$ cat src/rtl/can_cmd_pkg.sv
package can_cmd_pkg;
  localparam int CMD_W  = 8;
  localparam int B_SEND = 0;
  localparam int B_ABRT = 1;
  localparam int B_REL  = 2;
  localparam int B_CLRO = 3;
  localparam int B_SELF = 4;

  typedef struct packed {
    logic send;
    logic abrt;
    logic rel;
    logic clro;
    logic self_rx;
  } cmd_t;
endpackage

$ cat src/rtl/can_cmd_decode.sv
module can_cmd_decode
  import can_cmd_pkg::*;
(
  input  logic             we,
  input  logic [CMD_W-1:0] wdata,
  output cmd_t             cmd
);
  logic unused_rsvd;
  assign unused_rsvd = |wdata[CMD_W-1:B_SELF+1];

  always_comb begin
    cmd.send    = we & wdata[B_SEND];
    cmd.abrt    = we & wdata[B_ABRT];
    cmd.rel     = we & wdata[B_REL];
    cmd.clro    = we & wdata[B_CLRO];
    cmd.self_rx = we & wdata[B_SELF];
  end
endmodule

$ cat src/rtl/can_cmd_tx.sv
module can_cmd_tx
  import can_cmd_pkg::*;
(
  input  logic clk,
  input  logic rst_n,
  input  cmd_t cmd,
  input  logic tx_start,
  input  logic tx_done,
  output logic tx_pend,
  output logic tx_self,
  output logic tx_cmpl,
  output logic tx_irq
);
  logic accept;
  logic pend_d, self_d, cmpl_d;
  logic pend_q, self_q, cmpl_q, irq_q;

  always_comb begin
    accept = (cmd.send | cmd.self_rx) & ~cmd.abrt;
    pend_d = pend_q;
    self_d = self_q;
    cmpl_d = cmpl_q;
    if (accept) begin
      pend_d = 1'b1;
      self_d = cmd.self_rx;
    end else if (tx_start | cmd.abrt) begin
      pend_d = 1'b0;
    end
    if (accept) begin
      cmpl_d = 1'b0;
    end else if (tx_done) begin
      cmpl_d = 1'b1;
    end
  end

  always_ff @(posedge clk or negedge rst_n) begin
    if (!rst_n) begin
      pend_q <= 1'b0;
      self_q <= 1'b0;
      cmpl_q <= 1'b0;
      irq_q  <= 1'b0;
    end else begin
      pend_q <= pend_d;
      self_q <= self_d;
      cmpl_q <= cmpl_d;
      irq_q  <= tx_done;
    end
  end

  assign tx_pend = pend_q;
  assign tx_self = self_q;
  assign tx_cmpl = cmpl_q;
  assign tx_irq  = irq_q;
endmodule

$ cat src/rtl/can_cmd_rx.sv
module can_cmd_rx
  import can_cmd_pkg::*;
#(
  parameter int CNT_W    = 7,
  parameter int HOLD_CYC = 2
) (
  input  logic             clk,
  input  logic             rst_n,
  input  cmd_t             cmd,
  input  logic             rx_avail,
  input  logic             rx_hipri,
  input  logic [CNT_W-1:0] rx_bytes,
  input  logic [CNT_W-1:0] rx_level,
  input  logic             ovr_event,
  output logic             rx_release,
  output logic             rx_irq,
  output logic             ovr_sts,
  output logic             ovr_irq
);
  localparam int HOLD_W = $clog2(HOLD_CYC + 1);

  logic              rel_go, qualify, hold_act;
  logic [HOLD_W-1:0] hold_d, hold_q;
  logic              irq_d, irq_q, rel_q;
  logic              ovr_d, ovr_q, oirq_q;

  always_comb begin
    rel_go   = cmd.rel & rx_avail;
    qualify  = rx_avail & (rx_hipri | (rx_bytes > rx_level));
    hold_act = rel_go | (hold_q != '0);
    if (rel_go) begin
      hold_d = HOLD_W'(HOLD_CYC);
    end else if (hold_q != '0) begin
      hold_d = hold_q - 1'b1;
    end else begin
      hold_d = hold_q;
    end
    irq_d = hold_act ? 1'b0 : qualify;
    if (ovr_event) begin
      ovr_d = 1'b1;
    end else if (cmd.clro) begin
      ovr_d = 1'b0;
    end else begin
      ovr_d = ovr_q;
    end
  end

  always_ff @(posedge clk or negedge rst_n) begin
    if (!rst_n) begin
      hold_q <= '0;
      irq_q  <= 1'b0;
      rel_q  <= 1'b0;
      ovr_q  <= 1'b0;
      oirq_q <= 1'b0;
    end else begin
      hold_q <= hold_d;
      irq_q  <= irq_d;
      rel_q  <= rel_go;
      ovr_q  <= ovr_d;
      oirq_q <= ovr_event & ~ovr_q;
    end
  end

  assign rx_release = rel_q;
  assign rx_irq     = irq_q;
  assign ovr_sts    = ovr_q;
  assign ovr_irq    = oirq_q;
endmodule

$ cat src/rtl/can_cmd_ctrl.sv
module can_cmd_ctrl
  import can_cmd_pkg::*;
#(
  parameter int CNT_W    = 7,
  parameter int HOLD_CYC = 2
) (
  input  logic             clk,
  input  logic             rst_n,
  input  logic             cmd_we,
  input  logic [7:0]       cmd_wdata,
  output logic [7:0]       cmd_rdata,
  input  logic             tx_start,
  input  logic             tx_done,
  output logic             tx_pend,
  output logic             tx_self,
  output logic             tx_cmpl,
  output logic             tx_irq,
  input  logic             rx_avail,
  input  logic             rx_hipri,
  input  logic [CNT_W-1:0] rx_bytes,
  input  logic [CNT_W-1:0] rx_level,
  output logic             rx_release,
  output logic             rx_irq,
  input  logic             ovr_event,
  output logic             ovr_sts,
  output logic             ovr_irq
);
  cmd_t cmd;

  assign cmd_rdata = '0;

  can_cmd_decode u_dec (
    .we    (cmd_we),
    .wdata (cmd_wdata),
    .cmd   (cmd)
  );

  can_cmd_tx u_tx (
    .clk      (clk),
    .rst_n    (rst_n),
    .cmd      (cmd),
    .tx_start (tx_start),
    .tx_done  (tx_done),
    .tx_pend  (tx_pend),
    .tx_self  (tx_self),
    .tx_cmpl  (tx_cmpl),
    .tx_irq   (tx_irq)
  );

  can_cmd_rx #(
    .CNT_W    (CNT_W),
    .HOLD_CYC (HOLD_CYC)
  ) u_rx (
    .clk        (clk),
    .rst_n      (rst_n),
    .cmd        (cmd),
    .rx_avail   (rx_avail),
    .rx_hipri   (rx_hipri),
    .rx_bytes   (rx_bytes),
    .rx_level   (rx_level),
    .ovr_event  (ovr_event),
    .rx_release (rx_release),
    .rx_irq     (rx_irq),
    .ovr_sts    (ovr_sts),
    .ovr_irq    (ovr_irq)
  );
endmodule

$ cat config.mk
export PLATFORM = sky130hd
export DESIGN_NAME = can_cmd_ctrl
export DESIGN_NICKNAME = d
export VERILOG_FILES = /design/src/rtl/can_cmd_pkg.sv /design/src/rtl/can_cmd_decode.sv /design/src/rtl/can_cmd_tx.sv /design/src/rtl/can_cmd_rx.sv /design/src/rtl/can_cmd_ctrl.sv
export SDC_FILE = /design/constraint.sdc
export NUM_CORES = 1
export LEC_CHECK = 0
export ABC_CLOCK_PERIOD_IN_PS = 1300
export BUFFER_PORTS_ARGS = -buffer_cell sky130_fd_sc_hd__buf_2
export CORE_MARGIN = 4
export CORE_UTILIZATION = 39
export CTS_CLUSTER_DIAMETER = 40
export CTS_CLUSTER_SIZE = 16
export DETAILED_ROUTE_END_ITERATION = 7
export PLACE_DENSITY = 0.78
export SLEW_MARGIN = 20
export SYNTH_ARGS = -nofsm -noshare
export SYNTH_HDL_FRONTEND = slang
export SYNTH_SLANG_ARGS = --single-unit
$ cat constraint.sdc
create_clock -name clk -period 1.3 [get_ports clk]
set_input_delay 0.065 -clock clk [delete_from_list [all_inputs] [get_ports clk]]
set_output_delay 0.065 -clock clk [all_outputs]
set_load 0.01 [all_outputs]
-- After elaboration in Yosys (flattened, before gate mapping)
Index checks and enable logic that the tools add are counted.
- register bits: 10
- input bits: 30
- output and inout bits: 16
- logic and storage cells: 40
- add/subtract/negate cells: 1
- order comparisons: 1
- mux-type cells: 9
- bitwise operators: 15
- reduce and logical (&&, ||, !) cells: 5
- operators with widths (operator ; count):
    nonzero test 2 bit ; 5
    bitwise AND 1 bit ; 9
    > comparator 7 bit ; 1
    2-to-1 mux 1 bit ; 7
    2-to-1 mux 2 bit ; 2
    bitwise OR 1 bit ; 4
    NOT 1 bit ; 2
    subtractor 2 x 1 -> 2 bit, second input constant ; 1

-- Longest topological paths before layout
- depth in word-level cells: 4
- depth in mapped cells: 5
- gate-level depth less buffers: 5

-- Modules after synthesis
Synthesis repeated with hierarchy kept, for this count alone.
- cells, all modules: 67
- area, all modules: 648.1 µm²
- by module, submodules not included (module ; times used ; cells an instance ; area each (µm²) ; seq. area each (µm²)):
    can_cmd_rx ; 1 ; 42 ; 409.1 ; 150.1
    can_cmd_tx ; 1 ; 11 ; 143.9 ; 100.1
    can_cmd_ctrl ; 1 ; 9 ; 63.8 ; 0.0
    can_cmd_decode ; 1 ; 5 ; 31.3 ; 0.0

-- Worst setup path before layout
OpenSTA, ideal clock, no wires.
- kind: input -> register
- start point: in rx_level[6]
- end point: reg u_rx.irq_q, in the netlist u_rx.rx_irq
- arrival time: 0.892 ns
- path slack: 0.285 ns
- stages on the path: 5
- cell sequence: inv_1 ha_1 a211oi_2 o21ai_1 o221a_1
- word-level cells in the longest chain between the ends: 4
- RTL lines (item ; RTL line ; RTL):
    from (decl) ; can_cmd_ctrl.sv:21 ; input logic [CNT_W-1:0] rx_level,
    > comparator 7 bit ; can_cmd_rx.sv:29 ; qualify = rx_avail & (rx_hipri | (rx_bytes > rx_level));
    bitwise OR 1 bit ; can_cmd_rx.sv:29 ;
    bitwise AND 1 bit ; can_cmd_rx.sv:29 ;
    2-to-1 mux 1 bit ; can_cmd_rx.sv:38 ; irq_d = hold_act ? 1'b0 : qualify;
    via u_rx.irq_d ; can_cmd_rx.sv:24 ; logic irq_d, irq_q, rel_q;
    to (signal assigned) ; can_cmd_rx.sv:57 ; irq_q <= irq_d;
    to (decl) ; can_cmd_rx.sv:24 ;
The timed path passes the listed nets, and every way through them passes these cells.
A chain may end at the register's enable or synchronous reset.

-- Final worst setup path
- start point: reg u_rx.hold_q[0]
- end point: reg u_rx.irq_q, in the netlist u_rx.rx_irq
- word-level cells in the longest chain between the ends: 3
- RTL lines (item ; RTL line ; RTL):
    from (decl) ; can_cmd_rx.sv:23 ; logic [HOLD_W-1:0] hold_d, hold_q;
    from (signal assigned) ; can_cmd_rx.sv:56 ; hold_q <= hold_d;
    nonzero test 2 bit ; can_cmd_rx.sv:30 ; hold_act = rel_go | (hold_q != '0);
    bitwise OR 1 bit ; can_cmd_rx.sv:30 ;
    2-to-1 mux 1 bit ; can_cmd_rx.sv:38 ;
    via u_rx.irq_d ; can_cmd_rx.sv:24 ;
The timed path passes the listed nets, and every way through them passes these cells.

==> results.md <==
- Detailed placement finished with a half-perimeter wire length of 1110 um.
- The critical setup path kind is reg2reg.
- The first TritonRoute pass finished after 4 iterations.
- In this run the deepest clock path goes through 2 buffers.
- The number of register bits inferred by synthesis is 10.
- The met3 track demand over resource is 4.43%.
- Sequential cells were found to cover 39.9% of the synthesized design area.
- The type of origin of the critical path is a flip-flop.
- The clock-pin slew reported for the worst setup and hold paths after clock tree synthesis is 0.06 ns.
- Setup repair after global routing left no endpoint under its margin.
- The footprint of the multi-input gates is 309 um2.
- The most instantiated flip-flop cell in the synthesis netlist is dfrtp_1.
- The synthesized design spends more area on one cell type than any other, namely dfrtp_1.
- The total via count after detailed routing is 552.
- The via count of the first global-routing pass is 507.
- The static leakage is 0.488 nW.
- The antenna diode count is 0.
- The netlist area before placement is 627 um2.
- The layer with the highest usage after global routing is met2.
- The global-route wire length before repair is 2000 um.
- In the post-synthesis netlist, the cell with the most instances is dfrtp_1.
- The clock tree root driver cell is clkbuf_4.
- Setup violations remaining at the end of the flow were counted as 0.
- The final antenna-violating net count is 0.
- The number of antenna violations at the first check in global routing is 0.
- For this run the aggregate overflow at the end of global routing stands at 0.
- The number of enable-type register cells in the synthesized netlist is 0.
- The effective utilization at floorplan is 41.6%.
- The end-of-flow core utilization is 55.5%.
- The signed area change from the synthesized netlist to the final layout is 33.3%.
- The routed via count divided by cell count is 4.64.
- The area of the die is 0.00231 mm2.
- Across all register-to-register paths, the minimum setup slack is 0.18 ns.
- The final critical delay including setup and external delays is 1.12 ns.
- The proportion of layout cells with a drive suffix above 1 is 36.9%.
- The TritonCTS clock tree is yes.
- The path class of the tightest hold or removal check is in2reg.
- The core footprint is 0.00151 mm2.
- In this run the most critical hold path is launched from cmd_wdata[1].
- The met2 demand-to-capacity share in global routing is 24.0%.
- For this run, design rule violations remaining after detail routing come to 0.
- The floorplan has 14 rows.
- The ratio of total power to cell area is 1080 mW/mm2.
- The async set-reset flop share out of synthesis is 100%.
- The maximum number of pins on one net before global-route repair is 11.
- The arrival time of the worst setup path is 1.31 ns.
- Excluding fillers, the count of instances in the completed layout stands at 119.
- The worst register-to-register path ends at u_rx.rx_irq.
- After synthesis, the mean cell area works out to 9.79 um2.
- The number of cells on the worst hold path is 2.
- The average detailed-routed wire length per instance is 10.8 um.
- For the worst setup path, the data required time is 1.49 ns.
- The met1 routing resource usage after global routing is 12.9%.
- Counting every sink on the clock net gives 10.
- The first routing iteration left 4 violations.
- The global-route usage over all layers is 12.8%.
- The maximum fanout encountered on the critical timing path is 4.
- In this run the post-CTS setup repair buffer count came out at 0.
- The final-report max-slew violation count is 0.
- VDD sags by at most 638 uV.
- The max-cap check violation count is 0.
- The number of hold-slack violations in the final timing report came to 0.
- The end point of the most critical hold path is u_tx.tx_pend.
- The routed design has 1290 um of wire.
- Port buffering added 34 buffers.
- Summed over all failing endpoints, the final setup total negative slack is 0 ns.
- The total placed cells including tap cells is 113.
- The sequential cells in the finished layout cover a total of 250 um2.
- In this run the biggest area consumer among cell types represents 39.9% of the synthesized area.
- At the later pin of the worst-skew pair, clock insertion delay measures 0.26 ns.
- Static timing analysis puts the maximum clock frequency at 0.892 GHz.
- The count of distinct cell types in the synthesized netlist is 25.
- The run finished with clean final reports.
- Ranked by total cell area, the synthesized netlist is headed by dfrtp_1 40%, ha_1 16%, buf_4 9.6%, inv_1 5.4%, a21oi_1 3.2%.
- The total of warnings raised by yosys is 0.
- The die is 48.1 um tall.
- The sum of internal, switching and leakage power is 0.000906 W.
- The path depth of the worst reg2reg path is 5.
- The total number of nets in the final design is 143.
- The width of the chip is 48.1 um.
- During I/O placement, the number of pins put on the boundary was 46.
- Sorting the synthesized cells by how often they occur yields 10 x dfrtp_1, 9 x inv_1, 8 x buf_4, 8 x ha_1.
- Counting the fill cells in the layout gives 138.
- The post-route clock skew is 0.00174 ns.
- Synthesis produced 64 cells.
- Of the available clock period, the critical path in the final layout requires 86.2%.
- The reg-to-reg critical path startpoint is u_rx.hold_q[0].
- TritonCTS created 3 clock buffers.
- In this run the number of H-tree levels came out at 1.
- The endpoint kind of the worst setup timing path is a flip-flop.
- The routability congestion estimate is 0.720.
## power by group
group          internal [W]  switching [W]
logic              0.000153       0.000158
clock network      0.000106      0.0000917
registers          0.000368      0.0000283
total              0.000628       0.000278
## through the flow
stage | cell area (um2) | setup slack, ns | hold slack [ns]
finish | 836 | 0.179 | 0.0392
global route | 836 | 0.0617 | 0.0206
CTS | 836 | 0.166 | 0.0241
detailed placement | 783 | 0.111 | -0.0595
global placement | 783 | 0.144 | -0.0689
floorplan | 653 | 0.285 | -0.231
## per-layer routing
metal / share of wire (%) / wire, um
met1: 36 / 468
met2: 56 / 716
met3: 7.1 / 91
met4: 0.93 / 12
met5: 0 / 0
## flip-flops by register name (all words and copies together), names as in the netlist
signal and count:
u_tx.tx_self 1, u_rx.hold_q 2, u_rx.ovr_sts 1, u_tx.tx_pend 1, u_tx.tx_irq 1, u_rx.rx_irq 1, u_rx.ovr_irq 1, u_rx.rx_release 1
u_tx.tx_cmpl 1
## cells in the final DEF, fill, tap and decap left out, types with 2 or more instances in the layout
| cell | netlist | routed |
|---|---|---|
| buf_2 | 0 | 34 |
| dfrtp_1 | 10 | 10 |
| inv_1 | 9 | 9 |
| ha_1 | 8 | 8 |
| conb_1 | 1 | 8 |
| a21oi_1 | 4 | 4 |
| nand2_1 | 4 | 4 |
| clkbuf_4 | 0 | 3 |
| dlygate4sd3_1 | 0 | 3 |
| o21ai_0 | 2 | 2 |
| nor2_1 | 2 | 2 |
## cell type report
class | count | area share [%]
Multi-Input combinational cell | 44 | 37.0
Sequential cell | 10 | 29.9
Timing Repair Buffer | 37 | 24.0
Tap cell | 16 | 2.40
Clock buffer | 3 | 2.69
Inverter | 9 | 4.04
## cells by family after synthesis
| group | Yosys count | share of synthesized area (%) |
|---|---|---|
| xor gates and xnor gates | 1 | 1.40 |
| buffers and inverters | 17 | 15.0 |
| and+or+nand+nor | 13 | 11.4 |
| adders and majority gates | 8 | 16.0 |
| other | 1 | 0.598 |
| AOI/OAI and AO/OA | 14 | 15.8 |
| DFF | 10 | 39.9 |
## how the worst max path moves through the flow
stage	from	endpoint	slack [ns]	cells after the start
2_1_floorplan	rx_level[6]	u_rx.rx_irq	0.28	5
3_3_place_gp	rx_bytes[6]	u_rx.rx_irq	0.14	5
3_5_place_dp	rx_bytes[6]	u_rx.rx_irq	0.11	5
4_1_cts	u_rx.hold_q[0]	u_rx.rx_irq	0.17	5
5_1_grt	u_rx.hold_q[0]	u_rx.rx_irq	0.06	5
6_report	u_rx.hold_q[0]	u_rx.rx_irq	0.18	5
## worst max-delay path, stage by stage, from the launching register on
cell and delay [ns]:
dfrtp_1 0.39, inv_1 0.06, ha_1 0.21, nand2_1 0.06, a21oi_1 0.14, o221a_1 0.19
## repair_timing
item	4_1_cts	5_1_grt
resized for setup	0	0
hold buffers	3	0
hold endpoints to repair	12	0
Note: power is estimated with default switching activity, not from simulation.
